<file path="src/rtl/sentinel_ser_pkg.sv">
package sentinel_ser_pkg;
    typedef enum logic [1:0] {
        PH_SHIFT  = 2'd0,
        PH_IDLE   = 2'd1,
        PH_RELOAD = 2'd2
    } phase_e;
endpackage

</file>
<file path="src/rtl/sentinel_detect.sv">
// Flags the marker-only pattern: upper bits clear, marker at the output end.
module sentinel_detect #(
    parameter int DATA_W = 8
) (
    input  logic [DATA_W:0] sr,
    output logic            at_last
);
    logic [DATA_W-1:0] upper_or;

    genvar g;
    generate
        for (g = 0; g < DATA_W; g++) begin : g_or
            if (g == 0) begin : g_first
                assign upper_or[g] = sr[g+1];
            end else begin : g_rest
                assign upper_or[g] = upper_or[g-1] | sr[g+1];
            end
        end
    endgenerate

    assign at_last = !upper_or[DATA_W-1] && sr[0];
endmodule

</file>
<file path="src/rtl/sentinel_shreg.sv">
// Shift register one bit wider than the word, with the marker in the top bit and zero fill.
module sentinel_shreg #(
    parameter int DATA_W = 8
) (
    input  logic              clk,
    input  logic              rst,
    input  logic              load,
    input  logic              shift,
    input  logic [DATA_W-1:0] in_data,
    output logic [DATA_W:0]   sr
);
    localparam int SR_W = DATA_W + 1;
    localparam logic [SR_W-1:0] MARK_ONLY = {{DATA_W{1'b0}}, 1'b1};

    logic [SR_W-1:0] sr_next;

    always_comb begin
        unique case ({load, shift})
            2'b11:   sr_next = {2'b01, in_data[DATA_W-1:1]};
            2'b10:   sr_next = {1'b1, in_data};
            2'b01:   sr_next = {1'b0, sr[DATA_W:1]};
            default: sr_next = sr;
        endcase
    end

    always_ff @(posedge clk) begin
        if (rst) sr <= MARK_ONLY;
        else     sr <= sr_next;
    end


    sr_nonzero_chk: assert property (@(posedge clk) disable iff (rst)
        sr != '0);
endmodule

</file>
<file path="src/rtl/sentinel_serializer.sv">
module sentinel_serializer #(
    parameter int DATA_W = 8
) (
    input  logic              clk,
    input  logic              rst,
    input  logic              in_valid,
    input  logic [DATA_W-1:0] in_data,
    output logic              in_ready,
    input  logic              shift_en,
    output logic              ser_data,
    output logic              ser_valid
);
    import sentinel_ser_pkg::*;

    logic [DATA_W:0] sr;
    logic            at_last;
    logic            do_load;
    logic            do_shift;
    phase_e          phase;

    sentinel_shreg #(.DATA_W(DATA_W)) u_shreg (
        .clk     (clk),
        .rst     (rst),
        .load    (do_load),
        .shift   (do_shift),
        .in_data (in_data),
        .sr      (sr)
    );

    sentinel_detect #(.DATA_W(DATA_W)) u_detect (
        .sr      (sr),
        .at_last (at_last)
    );

    // Phase decode from the register state
    always_comb begin
        if (!at_last)      phase = PH_SHIFT;
        else if (in_valid) phase = PH_RELOAD;
        else               phase = PH_IDLE;
    end

    // Outputs and register controls
    always_comb begin
        in_ready  = at_last;
        do_load   = 1'b0;
        do_shift  = 1'b0;
        ser_valid = 1'b0;
        ser_data  = 1'b0;
        unique case (phase)
            PH_SHIFT: begin
                do_shift  = shift_en;
                ser_valid = shift_en;
                ser_data  = sr[0];
            end
            PH_RELOAD: begin
                do_load   = 1'b1;
                do_shift  = shift_en;
                ser_valid = shift_en;
                ser_data  = in_data[0];
            end
            default: begin
            end
        endcase
    end


    reset_ready_chk: assert property (@(posedge clk) disable iff (rst)
        $past(rst) |-> in_ready);

    strobe_needs_en_chk: assert property (@(posedge clk) disable iff (rst)
        ser_valid |-> shift_en);

    hold_when_off_chk: assert property (@(posedge clk) disable iff (rst)
        (!shift_en && !in_ready) |=> !in_ready);

    first_bit_now_chk: assert property (@(posedge clk) disable iff (rst)
        (in_valid && in_ready && shift_en) |-> (ser_valid && ser_data == in_data[0]));

    idle_quiet_chk: assert property (@(posedge clk) disable iff (rst)
        (in_ready && !in_valid) |-> !ser_valid);
endmodule

</file>
<file path="config.mk">
export PLATFORM = sky130hd
export DESIGN_NAME = sentinel_serializer
export DESIGN_NICKNAME = d
export VERILOG_FILES = /design/src/rtl/sentinel_ser_pkg.sv /design/src/rtl/sentinel_detect.sv /design/src/rtl/sentinel_shreg.sv /design/src/rtl/sentinel_serializer.sv
export SDC_FILE = /design/constraint.sdc
export NUM_CORES = 1
export LEC_CHECK = 0
export BUFFER_PORTS_ARGS = -buffer_cell sky130_fd_sc_hd__buf_2
export CAP_MARGIN = 20
export CELL_PAD_IN_SITES_DETAIL_PLACEMENT = 1
export CELL_PAD_IN_SITES_GLOBAL_PLACEMENT = 2
export CORE_MARGIN = 3
export CORE_UTILIZATION = 25
export CTS_CLUSTER_DIAMETER = 120
export DETAILED_ROUTE_END_ITERATION = 12
export PLACE_DENSITY_LB_ADDON = 0.1
export SYNTH_ARGS = -nofsm -noshare
export SYNTH_HDL_FRONTEND = slang
export SYNTH_SLANG_ARGS = --single-unit
</file>
<file path="constraint.sdc">
create_clock -name clk -period 1.9 [get_ports clk]
set_input_delay 0.095 -clock clk [delete_from_list [all_inputs] [get_ports clk]]
set_output_delay 0.095 -clock clk [all_outputs]
set_load 0.1 [all_outputs]
</file>
Word level (Yosys, flattened, before mapping)
Index checks and enable logic that the tools add are counted.
Word-level totals
  ROM bits: 0
  memory bits (writable): 0
  memories: 0
  latch bits: 0
  word-level logic and storage cells: 23
  output and inout port bits: 3
  register bits after elaboration: 9
Cells by class
  bitwise gates (word level): 7
  eq/ne operators: 4
  multipliers: 0
  shifts and indexed selects: 0
  reduce and logical (&&, ||, !) cells: 5
  order comparisons: 0
  mux-type cells: 6
  div/mod/pow operators: 0
  add/sub/neg operators: 0
Operator list (count)
  case mux 9 bit (3 select lines): 1
  bitwise OR 1 bit: 7
  equality test 2 bit (second input constant): 3
  2-to-1 mux 2 bit: 2
  nonzero test 3 bit: 1
  equality test 2 x 1 -> 1 bit (second input constant): 1
  logical NOT 2 bit: 1
  2-to-1 mux 1 bit: 2
  case mux 1 bit (2 select lines): 1
  OR reduction 2 bit: 1
  logical AND 1 bit: 1
  logical NOT 1 bit: 1

Longest topological paths before layout
Gate-level depths: netlist (run 1).
  depth after elaboration: 15
  gate-level depth with buffers: 6

Cells and area by module
Synthesis (run 1) repeated with hierarchy kept, for this count alone.
Second synthesis, totals
  cells, all modules: 56
  area total of the unflattened synthesis: 595.6 um2
By module, submodules not included
  sentinel_shreg: instances 1, cells each 49, sequential area each 180.2 um2, area each 545.5 um2
  sentinel_serializer: instances 1, cells each 4, sequential area each 0.0 um2, area each 28.8 um2
  sentinel_detect: instances 1, cells each 3, sequential area each 0.0 um2, area each 21.3 um2

Worst setup path after synthesis (run 1)
OpenSTA, ideal clock, no wires.
  path type: register to register
  start point: register u_shreg.sr[6]
  end point: register u_shreg.sr[0]
  path buffers: 0
  stages on the path, launching flop included: 5
  arrival: 3.550 ns
  setup time: 0.120 ns
  period minus slack after synthesis: 3.670 ns
  path slack: -1.770 ns
  path through: dfxtp_1 -> or4_4 -> nor3_1 -> nor2_1 -> a211o_1
Between the ends
  word-level cells in the longest chain between the ends: 11
  elaborated cells on any way between the ends: 16
  those cells by class: 4 x eq/ne; 4 x mux; 3 x bitwise; 5 x reduce/logical
RTL lines
  from (decl): RTL line sentinel_shreg.sv:10  | output logic [DATA_W:0] sr
  from (signal assigned): RTL line sentinel_shreg.sv:28  | else sr <= sr_next;
  bitwise OR 1 bit (*) (3 in series): RTL line sentinel_detect.sv:16  | assign upper_or[g] = upper_or[g-1] | sr[g+1];
  logical NOT 1 bit (*): RTL line sentinel_detect.sv:21  | assign at_last = !upper_or[DATA_W-1] && sr[0];
  logical AND 1 bit (*): RTL line sentinel_detect.sv:21
  net in_ready: RTL line sentinel_serializer.sv:8  | output logic in_ready,
  2-to-1 mux 2 bit (*): RTL line sentinel_serializer.sv:37  | if (!at_last) phase = PH_SHIFT;
  equality test 2 bit / logical NOT 2 bit (equally long branches): RTL line sentinel_serializer.sv:49  | unique case (phase)
  OR reduction 2 bit (no source line)
  2-to-1 mux 1 bit: RTL line sentinel_serializer.sv:49
  equality test 2 x 1 -> 1 bit / equality test 2 bit (equally long branches): RTL line sentinel_shreg.sv:18  | unique case ({load, shift})
  case mux 9 bit (3 select lines) / nonzero test 3 bit (equally long branches)
The timed path passes the listed nets; every way through them passes the cells marked *.
A chain may end at the register's enable or synchronous reset.

Worst setup path in the final report (run 1)
  start point: register u_shreg.sr[4]
  end point: register u_shreg.sr[1]
Between the ends
  word-level cells in the longest chain between the ends: 13
  elaborated cells on any way between the ends: 18
  those cells by class: 4 x eq/ne; 4 x mux; 5 x bitwise; 5 x reduce/logical
RTL lines (RTL line)
  bitwise OR 1 bit (*) (5 in series): sentinel_detect.sv:16
  logical NOT 1 bit (*): sentinel_detect.sv:21
  logical AND 1 bit (*): sentinel_detect.sv:21
  2-to-1 mux 2 bit (*): sentinel_serializer.sv:37
  equality test 2 bit / logical NOT 2 bit (equally long branches): sentinel_serializer.sv:49
  OR reduction 2 bit (no source line)
  2-to-1 mux 1 bit: sentinel_serializer.sv:49
  equality test 2 x 1 -> 1 bit / equality test 2 bit (equally long branches): sentinel_shreg.sv:18
  case mux 9 bit (3 select lines) / nonzero test 3 bit (equally long branches)
Every way passes the cells marked *; elsewhere a longest branch is shown, timed or not.

==> results of run 1 <==
-- stage by stage --
stage	power, µW	cell area (µm²)	util
3_3_place_gp	1297	793.3	0.3847
3_5_place_dp	1306	793.3	0.3847
2_1_floorplan	968.8	588.1	-
6_report	1649	923.4	0.4478
5_1_grt	1754	923.4	0.4478
4_1_cts	1548	868.3	0.4211
-- per-layer routing --
| layer | wire length [µm] | share of wire |
|---|---|---|
| met1 | 893 | 0.44 |
| met2 | 1002 | 0.50 |
| met3 | 102 | 0.050 |
| met4 | 21 | 0.010 |
| met5 | 0 | 0 |
-- Yosys cell counts --
master / instances
nor4_4: 1
mux2i_1: 1
or3_1: 1
mux2_2: 1
o41ai_1: 1
or4_4: 2
a311oi_1: 6
nand2_1: 3
nand3_1: 6
nor2b_1: 1
o21ai_1: 1
nand2_2: 1
a211o_1: 1
a31oi_1: 2
and4_1: 1
buf_1: 2
dfxtp_1: 9
inv_1: 5
o21ai_0: 2
nor4_1: 2
nor2_1: 2
a21oi_1: 4
nand4_1: 2
o31ai_4: 1
a22oi_1: 1
nor3_1: 8
a211oi_1: 1
clkbuf_1: 1
-- worst register-to-register path: stages, from the launching register on --
cell	delay (ns)
dfxtp_2	0.32
or4_4	0.58
buf_6	0.15
o31ai_4	0.25
buf_6	0.16
nand3_1	0.09
a311oi_2	0.27
-- area by class of cell --
class / count / area, µm² / area share
Clock buffer: 4 / 26.28 / 0.02846
Tap cell: 27 / 33.78 / 0.03659
Timing Repair Buffer: 30 / 231.5 / 0.2507
Multi-Input combinational cell: 52 / 431.7 / 0.4675
Sequential cell: 9 / 181.4 / 0.1965
Inverter: 5 / 18.77 / 0.02033
-- power groups by stage --
stage | Clock [µW] | Combinational, µW | Sequential (µW)
floorplan | 0 | 660 | 309
global placement | 0 | 984 | 313
detailed placement | 0 | 992 | 315
CTS | 163 | 1070 | 311
global route | 168 | 1260 | 321
finish | 152 | 1180 | 315
-- logic make-up after synthesis --
kind of cell,count (synthesis),synth area share
mux,2,0.03728
compound gates,20,0.2697
flops,9,0.3158
buf+inv,8,0.05263
simple gates,30,0.3246
-- worst min path at each step --
stage / start / to / slack [ns]
after floorplan: in_data[3] / u_shreg.sr[3]$_SDFFE_PP0P_ / 0.26
after global placement: in_data[3] / u_shreg.sr[3]$_SDFFE_PP0P_ / 0.39
after detailed placement: in_data[3] / u_shreg.sr[3]$_SDFFE_PP0P_ / 0.40
after CTS: in_data[3] / u_shreg.sr[3]$_SDFFE_PP0P_ / 0.10
after global routing: in_data[6] / u_shreg.sr[6]$_SDFFE_PP0P_ / 0.12
final: in_data[3] / u_shreg.sr[3]$_SDFFE_PP0P_ / 0.11
-- repair_timing --
action,in CTS,in global routing
endpoints found under the setup margin,1,7
gates resized for setup,6,13
setup buffers,2,1
pin swaps,3,9
==> summary.md, run 1 <==
| Metric | Value |
|---|---|
| Status | `finished with violations` |
| Violations in the final reports | `negative setup slack` |
| Sequential group share of total power | `0.191` |
| Global routing met1 resource utilization | `0.1933` |
| Number of buffers inserted for hold repair after clock tree synthesis | `0` |
| DRC violations left | `0` |
| Aggregate routed wire length | `2020 µm` |
| Bufs and invs on worst path | `2` |
| Yosys warns | `0` |
| Synth Area per Inst | `8.269 µm²` |
| Sequential fraction of the synthesis area | `0.3158` |
| Nets | `113` |
| Post-Route Skew | `0.002660 ns` |
| Die area | `2891 µm²` |
| Number of synthesized register bits | `9` |
| # Max-Cap Violations | `0` |
| Top Registers | `u_shreg.sr (9)` |
| Most common cell after layout, fill and taps aside | `buf_4` |
| Total global routing overflow | `0` |
| Clock buffer count from CTS | `3` |
| Pin count of the biggest net entering global routing | `10` |
| Final-report max-slew violation count | `0` |
| Post-Place Worst Slack | `0.1051 ns` |
| Met2 layer usage reported by global route | `0.2500` |
| Number of buffers on the longest clock path | `2` |
| First-pass iteration count of the detailed router | `4` |
| Crit path setup slack, layout | `-0.003875 ns` |
| Synthesized netlist cell count | `69` |
| Placed cells | `120` |
| Filler-free cell count of the finished design | `127` |
| Kind of end point of the critical path | `flip-flop` |
| Number of clock sinks seen by CTS | `9` |
| Fraction of power consumed by the clock network | `0.092` |
| Slowest library cell on the worst path | `or4_4` |
| Initial antenna violation count | `0` |
| H-tree depth | `1` |
| Later-pin clock latency in the skew report | `0.27 ns` |
| Count of input and output buffers | `14` |
| Final hold viol count | `0` |
| Proportion of layout cells with a drive suffix above 1 | `0.4900` |
| Root Buffer | `clkbuf_4` |
| Post-synthesis cell area | `570.5 µm²` |
| Source of the worst register-to-register timing path | `u_shreg.sr[4]$_SDFFE_PP0P_` |
| Ports | `15` |
| Cell-by-cell listing of the critical path | `or4_4, buf_6, o31ai_4, buf_6, nand3_1, a311oi_2` |
| Ant. Diodes | `0` |
| Max reg flops | `9` |
| Crit path required time | `2.08 ns` |
| Effective utilization at floorplan | `0.2767` |
| Maximum clock frequency | `525.2 MHz` |
| Vias in the first global route | `698` |
| Library cell occupying the most area in the post-synthesis netlist | `dfxtp_1` |
| Critical Setup Path Class | `flip-flop to flip-flop` |
| Ratio of routed vias to standard cells | `5.425` |
| Setup slack of the most critical reg-to-reg path | `-0.004 ns` |
| Width of the chip | `53.77 µm` |
| CTS tree | `done` |
| Number of cells on the critical path | `6` |
| Setup violation total in the final timing report | `1` |
| Min Tclk post-route | `1.904 ns` |
| Placeable core area | `2062 µm²` |
| Sw Share | `0.5032` |
| Setup Total Neg Slack | `-0.003875 ns` |
| Cells taking the most area after synthesis | `dfxtp_1, a311oi_1, nor3_1` |
| Crit path capture | `u_shreg.sr[1]$_SDFFE_PP0P_` |
| Fill cell instance count of the final layout | `246` |
| Worst voltage drop across the vdd grid | `0.7073 mV` |
| Gp weighted congestion | `0.7099` |
| Routed via count | `689` |
| Worst setup SP type | `flip-flop` |
| Area grow syn2layout | `61.84%` |
| Relative slew slack | `0.6796` |
| Synthesized netlist net count | `81` |
| Die outline height | `53.77 µm` |
| Highest net fanout along the worst path | `5` |
| Largest stage delay, worst path | `0.58 ns` |
| Cells on Worst Hold Path | `3` |
| Final HPWL from detailed placement | `1502 µm` |
| Leakage power figure | `0.0003723 µW` |
| P per Cell Area | `1786 nW/µm²` |
| Path depth of the worst reg2reg path | `6` |
| Total routing resource utilization after global routing | `0.1552` |
| Capture point of the worst reg-to-reg path | `u_shreg.sr[1]$_SDFFE_PP0P_` |
| CP startpoint | `u_shreg.sr[4]$_SDFFE_PP0P_` |
| Transition at the pin with the smallest max-transition slack | `0.4840 ns` |
| Most frequent cell on the critical path | `buf_6` |
| Hold slack | `0.1095 ns` |
| Hold Crit Class | `primary input to flip-flop` |
| Initial detailed-routing violation count | `6` |
| Largest reg by FF count | `u_shreg.sr` |
| NetSw | `829.9 µW` |
| Unique masters post-synth | `28` |
| Internal power | `819.3 µW` |
| Cell Rows | `16` |
| Wire length per cell | `15.91 µm` |
| Data arrival time of the critical path | `2.09 ns` |
| Most frequent cells in the layout | `buf_4, buf_2, dfxtp_1, nor3_1, nand3_1` |
| Fraction of power consumed by combinational cells | `0.717` |
| Met3 Usage GRT | `0.04986` |
| Proportion of netlist area held by the largest area contributor | `0.3158` |
| Unrepaired setup endpoints after global routing | `true` |
| Clock transition at the register clock pins on the worst setup and hold paths after CTS | `0.06 ns` |
| Wire length of the first global-routing pass | `3174 µm` |
| Top Family by Delay on Critical Path | `simple AND/OR/NAND/NOR gates` |
| Most used routing layer in global routing | `met2` |
| Number of antenna-violating nets in the routed design | `0` |
| Part of the cycle the worst path needs | `1.002` |
No activity file was read; power rests on OpenSTA's default activity.
==> run 2, diff against run 1 <==
--- a/config.mk
+++ b/config.mk
@@ -9,11 +9,11 @@
 export CAP_MARGIN = 20
 export CELL_PAD_IN_SITES_DETAIL_PLACEMENT = 1
 export CELL_PAD_IN_SITES_GLOBAL_PLACEMENT = 2
-export CORE_MARGIN = 3
 export CORE_UTILIZATION = 25
 export CTS_CLUSTER_DIAMETER = 120
 export DETAILED_ROUTE_END_ITERATION = 12
-export PLACE_DENSITY_LB_ADDON = 0.1
+export PLACE_DENSITY_LB_ADDON = 0.05
 export SYNTH_ARGS = -nofsm -noshare
 export SYNTH_HDL_FRONTEND = slang
+export SYNTH_HIERARCHICAL = 1
 export SYNTH_SLANG_ARGS = --single-unit
==> run 2 against run 1 <==
  * The flow still finishes with violations (negative setup slack)
  * Total power down 32%
  * Sequential power shrank 17%
  * Sequential share of layout area shrank 0.76 points
  * Design area grew 4.7%
  * Cell count down 10%
  * Hold slack better by 0.0081 ns
  * Combinational power down 40%
  * Maximum frequency down 5.3%
  * Area after synthesis increased by 4.4%
  * Worst setup slack lost 0.11 ns
  * Critical path type unchanged
  * Critical endpoint is now u_shreg/sr[6]$_SDFFE_PP0P_
  * Largest power group unchanged
  * Highest routed layer unchanged
==> summary.md, run 2 <==
| Metric | Value |
|---|---|
| Status | `finished with violations` |
| Violations in the final reports | `negative setup slack` |
| Leakage power figure | `0.0004127 µW` |
| Ratio of routed vias to standard cells | `4.719` |
| Nets | `103` |
| Main synth FF type | `dfxtp_1` |
| Setup slack of the most critical reg-to-reg path | `-0.11 ns` |
| Effective utilization at floorplan | `0.2667` |
| Yosys warns | `6` |
| Part of the cycle the worst path needs | `1.058` |
| Unrepaired setup endpoints after global routing | `true` |
| Clock transition at the register clock pins on the worst setup and hold paths after CTS | `0.07 ns` |
| Filler-free cell count of the finished design | `114` |
| Sequential fraction of the synthesis area | `0.3025` |
| Synth Area per Inst | `10.64 µm²` |
| Initial detailed-routing violation count | `3` |
| Sw Share | `0.4428` |
| Post-synthesis cell area | `595.6 µm²` |
| Ant. Diodes | `0` |
| Hold slack | `0.1176 ns` |
| Cell Rows | `17` |
| Most common cell after layout, fill and taps aside | `buf_4` |
| Internal power | `626.6 µW` |
| Unique masters post-synth | `21` |
| Hold Crit Class | `primary input to flip-flop` |
| Placeable core area | `2233 µm²` |
| Capture point of the worst reg-to-reg path | `u_shreg/sr[6]$_SDFFE_PP0P_` |
| Fraction of power consumed by combinational cells | `0.630` |
| H-tree depth | `1` |
| Sequential group share of total power | `0.231` |
| Setup violation total in the final timing report | `8` |
| Proportion of layout cells with a drive suffix above 1 | `0.8256` |
| Number of antenna-violating nets in the routed design | `0` |
| Wire length of the first global-routing pass | `3105 µm` |
| Proportion of netlist area held by the largest area contributor | `0.3025` |
| Worst setup SP type | `flip-flop` |
| Aggregate routed wire length | `1814 µm` |
| DRC violations left | `0` |
| Number of buffers inserted for hold repair after clock tree synthesis | `0` |
| Largest reg by FF count | `u_shreg/sr` |
| Post-Route Skew | `0.005398 ns` |
| Async SR Flop Fraction | `0` |
| NetSw | `498.0 µW` |
| Cells taking the most area after synthesis | `dfxtp_1, o22ai_2, a221oi_1` |
| Highest net fanout along the worst path | `6` |
| Number of buffers on the longest clock path | `2` |
| Area grow syn2layout | `62.40%` |
| Post-layout util | `0.4331` |
| Most frequent cells in the layout | `buf_4, buf_2, a221oi_2, nor3_2, dfxtp_1` |
| Total routing resource utilization after global routing | `0.1656` |
| Clock buffer count from CTS | `3` |
| Critical Setup Path Class | `flip-flop to flip-flop` |
| Gp weighted congestion | `0.7192` |
| Post-synth EDFFs | `0` |
| Worst voltage drop across the vdd grid | `0.4647 mV` |
| Synthesized netlist net count | `72` |
| Cells on Worst Hold Path | `3` |
| Fill cell instance count of the final layout | `268` |
| Slowest library cell on the worst path | `dfxtp_2` |
| Number of synthesized register bits | `9` |
| Maximum clock frequency | `497.6 MHz` |
| Placed cells | `109` |
| Min Tclk post-route | `2.010 ns` |
| Path depth of the worst reg2reg path | `9` |
| Library cell occupying the most area in the post-synthesis netlist | `dfxtp_1` |
| Relative slew slack | `0.6770` |
| Setup Total Neg Slack | `-0.6641 ns` |
| Max reg flops | `9` |
| Cell with the most instances after synthesis | `dfxtp_1` |
| Number of clock sinks seen by CTS | `9` |
| Kind of end point of the critical path | `flip-flop` |
| Hold EP | `u_shreg/sr[6]$_SDFFE_PP0P_` |
| Final HPWL from detailed placement | `1268 µm` |
| # Max-Cap Violations | `0` |
| Count of input and output buffers | `14` |
| Final-report max-slew violation count | `0` |
| Die outline height | `50.81 µm` |
| Final hold viol count | `0` |
| Cell-by-cell listing of the critical path | `nor4_2, and4b_4, inv_2, o21a_4, inv_4, ha_4, or2_4, o22ai_2, nor3_2` |
| Vias in the first global route | `617` |
| CTS tree | `done` |
| Later-pin clock latency in the skew report | `0.27 ns` |
| Largest stage delay, worst path | `0.32 ns` |
| HP Start | `in_data[7]` |
| First-pass iteration count of the detailed router | `3` |
| Fraction of power consumed by the clock network | `0.138` |
| Synthesized netlist cell count | `56` |
| Routed via count | `538` |
| P per Cell Area | `1163 nW/µm²` |
| Total global routing overflow | `0` |
| Ports | `15` |
| Die area | `2582 µm²` |
| Crit path required time | `2.06 ns` |
| Width of the chip | `50.81 µm` |
| Pin count of the biggest net entering global routing | `10` |
| Initial antenna violation count | `0` |
| Top Registers | `u_shreg/sr (9)` |
| Root Buffer | `clkbuf_4` |
| Source of the worst register-to-register timing path | `u_shreg/sr[5]$_SDFFE_PP0P_` |
| Wire length per cell | `15.91 µm` |
| Commonest cells in the synthesized netlist | `dfxtp_1, a221oi_1, nor3_2, o22ai_2` |
| Transition at the pin with the smallest max-transition slack | `0.4878 ns` |
| Crit path setup slack, layout | `-0.1097 ns` |
| Data arrival time of the critical path | `2.17 ns` |
run 2: how the worst max path moves through the flow:
stage / from / endpoint / cells after the start
detailed placement: u_shreg/sr[6]$_SDFFE_PP0P_ / u_shreg/sr[4]$_SDFFE_PP0P_ / 8
finish: u_shreg/sr[5]$_SDFFE_PP0P_ / u_shreg/sr[6]$_SDFFE_PP0P_ / 9
floorplan: u_shreg/sr[8]$_SDFFE_PP0P_ / u_shreg/sr[1]$_SDFFE_PP0P_ / 10
CTS: u_shreg/sr[8]$_SDFFE_PP0P_ / u_shreg/sr[2]$_SDFFE_PP0P_ / 9
global placement: u_shreg/sr[8]$_SDFFE_PP0P_ / u_shreg/sr[5]$_SDFFE_PP0P_ / 8
global route: u_shreg/sr[5]$_SDFFE_PP0P_ / u_shreg/sr[4]$_SDFFE_PP0P_ / 9
run 2: metal layers:
metal / GRT usage / up-vias / wire (µm)
met5: 0 / - / 0
met3: 0.04762 / 4 / 74
met2: 0.2822 / 10 / 927
met1: 0.2036 / 245 / 793
li1: - / 279 / -
met4: 0.04167 / 0 / 19
run 2: final cells by class:
cell class              instances  area (µm²)  share of cell area
multi-input cells              39       493.0              0.5097
repair buffers                 30       212.7              0.2199
flip-flops and latches          9       182.7              0.1889
well taps                      28       35.03             0.03622
clock buffers                   4       26.28             0.02717
inverters                       4       17.52             0.01811
run 2: repair_timing:
action	4_1_cts	5_1_grt
setup buffers	2	0
resized for setup	20	3
pin swaps	7	6
endpoints found under the setup margin	10	9
run 2: metrics by stage:
stage	total power, µW	area, µm²	setup WS (ns)
2_1_floorplan	682.0	623.1	-0.4925
3_3_place_gp	874.2	823.3	-0.2702
3_5_place_dp	872.4	823.3	-0.2398
4_1_cts	1111	953.4	-0.1213
5_1_grt	1186	967.2	-0.1760
6_report	1125	967.2	-0.1097
run 2: logic make-up after synthesis:
| logic type | after synthesis | share of synthesized area |
|---|---|---|
| AO/OA/AOI/OAI | 18 | 0.3046 |
| flip-flops | 9 | 0.3025 |
| adder cells (fa/ha/maj) | 4 | 0.08404 |
| AND/OR/NAND/NOR | 16 | 0.2122 |
| multiplexers | 1 | 0.01681 |
| buffers and inverters | 8 | 0.07982 |
run 2: power groups by stage:
stage,combinational (µW),clock [µW],sequential (µW)
2_1_floorplan,424,0,258
3_3_place_gp,617,0,257
3_5_place_dp,615,0,258
4_1_cts,692,161,258
5_1_grt,750,171,265
6_report,709,155,260
run 2: worst max-delay path, delay by kind of cell, from the launching register on:
kind	cells	cell delay [ns]
compound gates	2	0.34
fa+ha+maj	1	0.20
buf+inv	2	0.10
flops	1	0.32
simple gates	4	0.93
==> run 3, diff against run 2 <==
--- a/config.mk
+++ b/config.mk
@@ -9,11 +9,10 @@
 export CAP_MARGIN = 20
 export CELL_PAD_IN_SITES_DETAIL_PLACEMENT = 1
 export CELL_PAD_IN_SITES_GLOBAL_PLACEMENT = 2
-export CORE_UTILIZATION = 25
+export CORE_UTILIZATION = 28
 export CTS_CLUSTER_DIAMETER = 120
 export DETAILED_ROUTE_END_ITERATION = 12
 export PLACE_DENSITY_LB_ADDON = 0.05
 export SYNTH_ARGS = -nofsm -noshare
 export SYNTH_HDL_FRONTEND = slang
-export SYNTH_HIERARCHICAL = 1
 export SYNTH_SLANG_ARGS = --single-unit
==> run 3 against run 2 <==
  * The run still ends with negative setup slack left
  * Die area down 14%
  * Via count up 28%
  * Clock power up 3%
  * Global-route usage up 4.6 points
  * Core utilization up 5.8 points
  * Design area down 7.5%
  * Combinational power up 58%
  * Count of clock-buffer cells in the layout unchanged
==> summary.md, run 3 (synthesis results as in run 1) <==
| Metric | Value |
|---|---|
| Ratio of routed vias to standard cells | `5.452` |
| Transition at the pin with the smallest max-transition slack | `0.4852 ns` |
| Highest net fanout along the worst path | `4` |
| Min Tclk post-route | `1.916 ns` |
| Violations in the final reports | `negative setup slack` |
| Leakage power figure | `0.0003680 µW` |
| Width of the chip | `47.14 µm` |
| Area of combinational cells with multiple inputs | `409.1 µm²` |
| Kind of end point of the critical path | `output pin` |
| Ant. Diodes | `0` |
| Total routing resource utilization after global routing | `0.2114` |
| Clock transition at the register clock pins on the worst setup and hold paths after CTS | `0.06 ns` |
| Total global routing overflow | `0` |
| Filler-free cell count of the finished design | `126` |
| Relative slew slack | `0.6787` |
| Most common cell after layout, fill and taps aside | `buf_4` |
| Fill cell instance count of the final layout | `238` |
| Placed cells | `120` |
| Most frequent cells in the layout | `buf_4, buf_2, dfxtp_1, nand3_1, nor3_1` |
| Number of clock sinks seen by CTS | `9` |
| Hold Crit Class | `primary input to flip-flop` |
| Top Registers | `u_shreg.sr (9)` |
| Number of antenna-violating nets in the routed design | `0` |
| Count of input and output buffers | `14` |
| Root Buffer | `clkbuf_4` |
| Ports | `15` |
| Die outline height | `47.14 µm` |
| Unrepaired setup endpoints after global routing | `true` |
| Initial antenna violation count | `0` |
| Final HPWL from detailed placement | `1428 µm` |
| Post-Route Skew | `0.007139 ns` |
| Gp weighted congestion | `0.7818` |
| Status | `finished with violations` |
| Wire length of the first global-routing pass | `3091 µm` |
| CTS tree | `done` |
| Nets | `114` |
| Later-pin clock latency in the skew report | `0.27 ns` |
| Die area | `2222 µm²` |
| Max reg flops | `9` |
| Post-Place Worst Slack | `0.08831 ns` |
| H-tree depth | `1` |
| Crit path required time | `1.80 ns` |
| Setup Total Neg Slack | `-0.01602 ns` |
| Maximum clock frequency | `521.9 MHz` |
| Pin count of the biggest net entering global routing | `10` |
| Crit path setup slack, layout | `-0.01602 ns` |
| Worst voltage drop across the vdd grid | `1.419 mV` |
| First-pass iteration count of the detailed router | `4` |
| Routed via count | `687` |
| Post-Place Cell Area | `805.8 µm²` |
| Final hold viol count | `0` |
| Final-report max-slew violation count | `0` |
| Aggregate routed wire length | `1928 µm` |
| # Max-Cap Violations | `0` |
| DRC violations left | `0` |
| Data arrival time of the critical path | `1.82 ns` |
| Area grow syn2layout | `56.80%` |
| Hold slack | `0.1128 ns` |
| Wire length per cell | `15.30 µm` |
| Effective utilization at floorplan | `0.3134` |
| Vias in the first global route | `664` |
| Placeable core area | `1821 µm²` |
| Initial detailed-routing violation count | `7` |
| Final cell area excluding filler cells | `894.6 µm²` |
| Setup violation total in the final timing report | `1` |
| Proportion of layout cells with a drive suffix above 1 | `0.4752` |
| Critical Setup Path Class | `flip-flop to output pin` |
| Largest reg by FF count | `u_shreg.sr` |
| Cell Rows | `15` |
| P per Cell Area | `1778 nW/µm²` |
| Storage cell area | `181.4 µm²` |
| Worst setup SP type | `flip-flop` |
| Number of buffers on the longest clock path | `2` |
| Part of the cycle the worst path needs | `1.008` |
| Clock buffer count from CTS | `3` |
-- run 3: path summary, 6_finish.rpt --
check	endpoint	slack [ns]	startpoint	cells after the start
hold / removal	u_shreg.sr[3]$_SDFFE_PP0P_	0.11	in_data[3]	3
hold reg to reg	u_shreg.sr[1]$_SDFFE_PP0P_	0.61	u_shreg.sr[2]$_SDFFE_PP0P_	2
setup reg to reg	u_shreg.sr[2]$_SDFFE_PP0P_	0.09	u_shreg.sr[1]$_SDFFE_PP0P_	5
setup / recovery	ser_valid	-0.02	u_shreg.sr[3]$_SDFFE_PP0P_	4
-- run 3: critical path: stages (launching register included) --
cell and delay (ns):
dfxtp_1 0.31, or4_4 0.60, o41ai_4 0.37, inv_2 0.10, buf_12 0.18
-- run 3: layout make-up --
class / count / share of cell area
Multi-Input combinational cell: 52 / 0.4573
Timing Repair Buffer: 31 / 0.2545
Sequential cell: 9 / 0.2028
Tap cell: 25 / 0.03497
Clock buffer: 4 / 0.02937
Inverter: 5 / 0.02098
-- run 3: repair_timing --
action	in CTS	in global routing
resized for setup	4	7
pin swaps	2	5
buffers inserted	0	2
hold buffers	0	0
setup endpoints to repair	2	5
-- run 3: through the flow --
step,util,total power [µW]
finish,0.4914,1591
global route,0.4914,1680
CTS,0.4708,1530
detailed placement,0.4426,1330
global placement,0.4426,1327
floorplan,-,968.8
-- run 3: routing by layer --
layer  track usage  vias to the layer above  share of wire
li1              -                      337              -
met5             0                        -              0
met3       0.06154                        8          0.046
met4        0.1257                        0          0.036
met1        0.2687                      322           0.48
met2        0.3167                       20           0.44
-- run 3: report_power, final --
part,internal [µW],leakage [µW],switching (µW)
Sequential,255,0.0000748,52.7
Clock,81.3,0.0000150,77.5
Combinational,456,0.000278,668
